## src/rtl/psalign_unit.sv

```systemverilog
module psalign_unit #(
  parameter int REG_W = 64,
  parameter int IW    = 32,
  parameter int IDX_W = 5
) (
  input  logic             clk,
  input  logic             rst_n,
  input  logic             in_valid,
  input  logic [IW-1:0]    instr,
  input  logic [REG_W-1:0] fs_val,
  input  logic [REG_W-1:0] ft_val,
  input  logic [REG_W-1:0] off_val,
  input  logic             big_endian,
  input  logic             fr64,
  input  logic             cop_en,
  output logic             out_valid,
  output logic [REG_W-1:0] result,
  output logic [IDX_W-1:0] dest_idx,
  output logic             wr_en,
  output logic             unpredictable,
  output logic             exc_cop_unusable,
  output logic             exc_reserved
);
  localparam int HALF = REG_W / 2;
  localparam logic [5:0] MAJOR = 6'b010011;
  localparam logic [5:0] FUNC  = 6'b011110;

  logic maj_ok, fn_ok, cpu_c, rsv_c, unp_c, ok_c;
  logic [REG_W-1:0] swapped, aligned;

  assign maj_ok = (instr[IW-1 -: 6] == MAJOR);
  assign fn_ok  = (instr[5:0] == FUNC);
  assign cpu_c  = maj_ok & ~cop_en;
  assign rsv_c  = ~maj_ok | (cop_en & ~fn_ok);
  assign unp_c  = ~(cpu_c | rsv_c) & (~fr64 | (|off_val[1:0]));
  assign ok_c   = ~(cpu_c | rsv_c | unp_c);

  assign swapped = big_endian ? {fs_val[HALF-1:0], ft_val[REG_W-1:HALF]}
                              : {ft_val[HALF-1:0], fs_val[REG_W-1:HALF]};
  assign aligned = off_val[2] ? swapped : fs_val;

  always_ff @(posedge clk or negedge rst_n) begin
    if (!rst_n) begin
      out_valid        <= 1'b0;
      result           <= '0;
      dest_idx         <= '0;
      wr_en            <= 1'b0;
      unpredictable    <= 1'b0;
      exc_cop_unusable <= 1'b0;
      exc_reserved     <= 1'b0;
    end else begin
      out_valid <= in_valid;
      if (in_valid) begin
        dest_idx         <= instr[10:6];
        wr_en            <= ok_c;
        result           <= ok_c ? aligned : '0;
        unpredictable    <= unp_c;
        exc_cop_unusable <= cpu_c;
        exc_reserved     <= rsv_c;
      end else begin
        wr_en            <= 1'b0;
        result           <= '0;
        unpredictable    <= 1'b0;
        exc_cop_unusable <= 1'b0;
        exc_reserved     <= 1'b0;
      end
    end
  end

  p_strobe_latency_r1: assert property (@(posedge clk) disable iff (!rst_n)
    in_valid |=> out_valid);
  p_idle_quiet_r1: assert property (@(posedge clk) disable iff (!rst_n)
    !in_valid |=> !out_valid && !wr_en && !exc_reserved && !exc_cop_unusable);
  p_zero_offset_r2: assert property (@(posedge clk) disable iff (!rst_n)
    in_valid ##1 (wr_en && $past(off_val[2:0]) == 3'd0) |-> result == $past(fs_val));
  p_bad_offset_r5: assert property (@(posedge clk) disable iff (!rst_n)
    in_valid && maj_ok && fn_ok && cop_en && (|off_val[1:0]) |=> unpredictable && !wr_en);
  p_single_exc_r9: assert property (@(posedge clk) disable iff (!rst_n)
    $onehot0({exc_cop_unusable, exc_reserved}) && !((exc_cop_unusable || exc_reserved) && unpredictable));
  p_write_clean_r9: assert property (@(posedge clk) disable iff (!rst_n)
    wr_en |-> out_valid && !unpredictable && !exc_cop_unusable && !exc_reserved);
  p_quiet_result_r10: assert property (@(posedge clk) disable iff (!rst_n)
    !wr_en |-> result == '0);
endmodule

```

## config.mk

```make
export PLATFORM = sky130hd
export DESIGN_NAME = psalign_unit
export DESIGN_NICKNAME = d
export VERILOG_FILES = /design/src/rtl/psalign_unit.sv
export SDC_FILE = /design/constraint.sdc
export NUM_CORES = 1
export LEC_CHECK = 0
export CAP_MARGIN = 20
export CORE_AREA = 2 2 118 120
export CTS_BUF_LIST = sky130_fd_sc_hd__clkbuf_8
export CTS_CLUSTER_SIZE = 28
export DETAILED_ROUTE_END_ITERATION = 6
export DIE_AREA = 0 0 120 122
export PLACE_DENSITY = 0.74
export RECOVER_POWER = 100
export SLEW_MARGIN = 5
export SYNTH_ARGS = -nofsm -noshare
export SYNTH_HDL_FRONTEND = slang
export SYNTH_SLANG_ARGS = --single-unit
```

## constraint.sdc

```tcl
create_clock -name clk -period 0.87 [get_ports clk]
set_clock_uncertainty 0.05 [all_clocks]
set_input_delay 0.174 -clock clk [delete_from_list [all_inputs] [get_ports clk]]
set_output_delay 0.174 -clock clk [all_outputs]
set_load 0.005 [all_outputs]
```

==> impl_results.md <==
* Failing checks: negative setup slack
* Final setup viols at 146
* Root Buffer: clkbuf_8
* Sequential-to-total area share from yosys stat at 44.5%
* Vias per cell at 5.10
* Pre-CTS setup slack at -1.13 ns
* Post-synth top area share at 44.5%
* GRT overflow at 0
* Drt total wl at 18100 um
* Tot GR Track Use at 24.4%
* Number of synthesis warnings at 0
* Arrival @ worst endpoint at 1.51 ns
* Slowest stage delay, CP at 0.28 ns
* Post-Layout Cell Count at 843
* P per Cell Area at 1000 nW/um^2
* P&R area growth vs syn at 99.8%
* Cell taking the most area after synthesis: dfrtp_1
* Global-route wire length before repair at 26900 um
* Layout cells sized above 1 at 38.9%
* Post-synth top flop: dfrtp_1
* Clock Latency Late Sink at 0.35 ns
* Largest cells by area after synthesis: dfrtp_1 44%, mux2i_1 15%, nor4b_2 11%
* Dpl cell area at 6730 um^2
* Fmax at 771 MHz
* Die Area at 14600 um^2
* Worst slew pin tran at 0.366 ns
* Period utilisation layout at 149%
* Antenna viol nets, final at 0
* Number of synthesized register bits at 74
* Async S/R FF share, synth at 100%
* Vias in the first global route at 4684
* Status: finished, violations left
* Startpoint class of the critical path: input port
* Rel. slew slack at 75.4%
* Antenna fix cells at 0
* Slowest library cell on the worst path: nor4b_4
* Max Slew Vio Count at 0
* DRT Pass-1 Iters at 4
* WL/cell at 21.4 um
* Gp weighted congestion at 0.762
* Longest Clk Path Bufs at 2
* Peak VDD IR at 569 uV
* Fin. Hold Viols at 0
* Placed Cells at 776
* Post-synth EDFFs at 0
* Core Region at 13500 um^2
* Avg Inst Size Synth at 10.6 um^2
* CP Max Fanout at 7
* Final instance area at 8320 um^2
* Worst Setup End Kind: register
* Via count at 4303
* HP Class: in2reg
* Ports at 304
* Die Height at 122 um
* Largest net degree at the start of global routing at 61
* Worst-path clk slew at 0.08 ns
* Fin nets at 888
* CP required at 1.08 ns
* Kind of critical path: in2reg
* Rows at 43
* CTS tree: built
* Port Buf Inserts at 227
* Cell Area, Synth at 4160 um^2
* Synth Instances at 391
* CTS H-Tree Depth at 3
* Shortest period the worst path allows at 1.30 ns
* Initial antenna violation count at 0
* Max-cap violation count at 0
* Initial DRC Count at 229
* Final HPWL DP at 9480 um
* Syn Nets at 621
* RSZ-0062 raised after global routing: true
* Setup ws final at -0.428 ns
* Leak at 4.10 nW
* Cts bufs inserted at 9
* CTS sink cnt at 74
* Synth unique cells at 21
* Effective utilization at floorplan at 30.8%
* # DRC at 0
* Die Wd at 120 um
* CP Cell Sequence: buf_6 -> nor4b_4 -> nand4_1 -> buf_6 -> buf_12 -> buf_12 -> buf_16 -> nor4b_4
-- stage by stage --
stage               util [%]  hold slack [ns]  TNS, ns  power, mW
detailed placement      49.8            0.119   -82.65       5.18
CTS                     60.5            0.110   -40.34       8.35
finish                  61.6            0.146   -37.61       8.36
global placement        49.8            0.118   -77.18       5.15
floorplan                  -           -0.172   -25.20       4.13
global route            61.6            0.130   -43.33       8.70
-- timing repair --
item                                    4_1_cts  5_1_grt
hold buffers                                  1        0
gates cloned                                 25        0
gates resized for setup                     491       61
pin swaps                                    48       32
endpoints found under the setup margin      147      142
setup buffers                                30        5
endpoints found under the hold margin        74        0
-- synth_stat cells, types with 2 or more instances --
cell type	instances
buf_2	14
mux2i_1	64
buf_4	2
inv_1	3
clkbuf_1	23
nand4_1	2
nand2_1	64
dfrtp_1	74
mux2_2	5
o21ai_0	64
buf_6	3
nor4b_2	31
nor4b_1	34
-- where the power goes --
group | internal, mW | leakage [nW] | total (mW) | switching (mW)
Combinational | 1.18 | 2.96 | 1.99 | 0.803
Sequential | 3.46 | 1.02 | 3.48 | 0.0125
Clock | 1.59 | 0.116 | 2.89 | 1.30
-- flip-flops by register name, summed over array words and instances, names as in the netlist --
register          count
exc_cop_unusable      1
exc_reserved          1
unpredictable         1
result               64
out_valid             1
wr_en                 1
dest_idx              5
-- cell families after synthesis --
kind of cell / Yosys count / synth area share, %
muxes: 69 / 16.7
buffers and inverters: 46 / 5.29
AOI/OAI and AO/OA: 66 / 8.12
and+or+nand+nor: 136 / 25.3
DFF: 74 / 44.5
-- critical path: cells and delay by family --
family	cells	cell delay, ns
and+or+nand+nor	3	0.66
buffers and inverters	5	0.67
-- final cells by class --
cell class / count / area [um^2]
flip-flops and latches: 74 / 1850
multi-input cells: 271 / 2870
fillers: 1095 / 5190
repair buffers: 299 / 3150
well taps: 180 / 225
clock inverters: 7 / 86.3
clock buffers: 9 / 124
inverters: 3 / 11.3
-- metal layers --
metal | GRT usage, % | vias to the layer above | wire, um
li1 | - | 1973 | -
met3 | 4.59 | 28 | 1080
met1 | 30.1 | 2117 | 7340
met2 | 42.2 | 185 | 9240
met5 | 0 | - | 0
met4 | 9.78 | 0 | 401
-- placed cells by master (no fill, tap or decap) --
| cell type | instances |
|---|---|
| clkinv_2 | 2 |
| o21ai_2 | 12 |
| nand4_1 | 2 |
| inv_1 | 5 |
| nor3b_2 | 1 |
| nor2_2 | 1 |
| and4b_1 | 1 |
| buf_4 | 19 |
| dlygate4sd2_1 | 7 |
| buf_8 | 2 |
| mux2_4 | 1 |
| bufinv_16 | 2 |
| o21ai_0 | 16 |
| o21ai_4 | 1 |
| clkdlybuf4s15_2 | 1 |
| nor4b_2 | 10 |
| clkinv_4 | 1 |
| a31o_2 | 1 |
| buf_12 | 17 |
| clkbuf_2 | 1 |
| buf_6 | 14 |
| clkbuf_8 | 9 |
| dfrtp_1 | 74 |
| a41oi_1 | 1 |
| clkdlybuf4s50_1 | 133 |
| nor3b_4 | 1 |
| mux2_2 | 4 |
| clkbuf_1 | 2 |
| nor3_4 | 1 |
| dlygate4sd3_1 | 1 |
| nand2_1 | 64 |
| mux2i_1 | 64 |
| buf_2 | 78 |
| o21ai_1 | 35 |
| nor4b_4 | 55 |
| buf_16 | 24 |
-- path summary, 6_finish.rpt --
| path | start | to | slack [ns] | cells past startpoint |
|---|---|---|---|---|
| max | instr[28] | result[61] | -0.43 | 8 |
| min | instr[27] | exc_reserved | 0.15 | 2 |
| max reg2reg | dest_idx[0] | dest_idx[0] | -0.05 | 2 |
| min reg2reg | dest_idx[2] | dest_idx[2] | 0.46 | 1 |
| max in group asynchronous | rst_n | dest_idx[1] | 0.08 | 3 |
| min in group asynchronous | rst_n | result[51] | 0.39 | 3 |
Note: power is estimated with default switching activity, not from simulation.
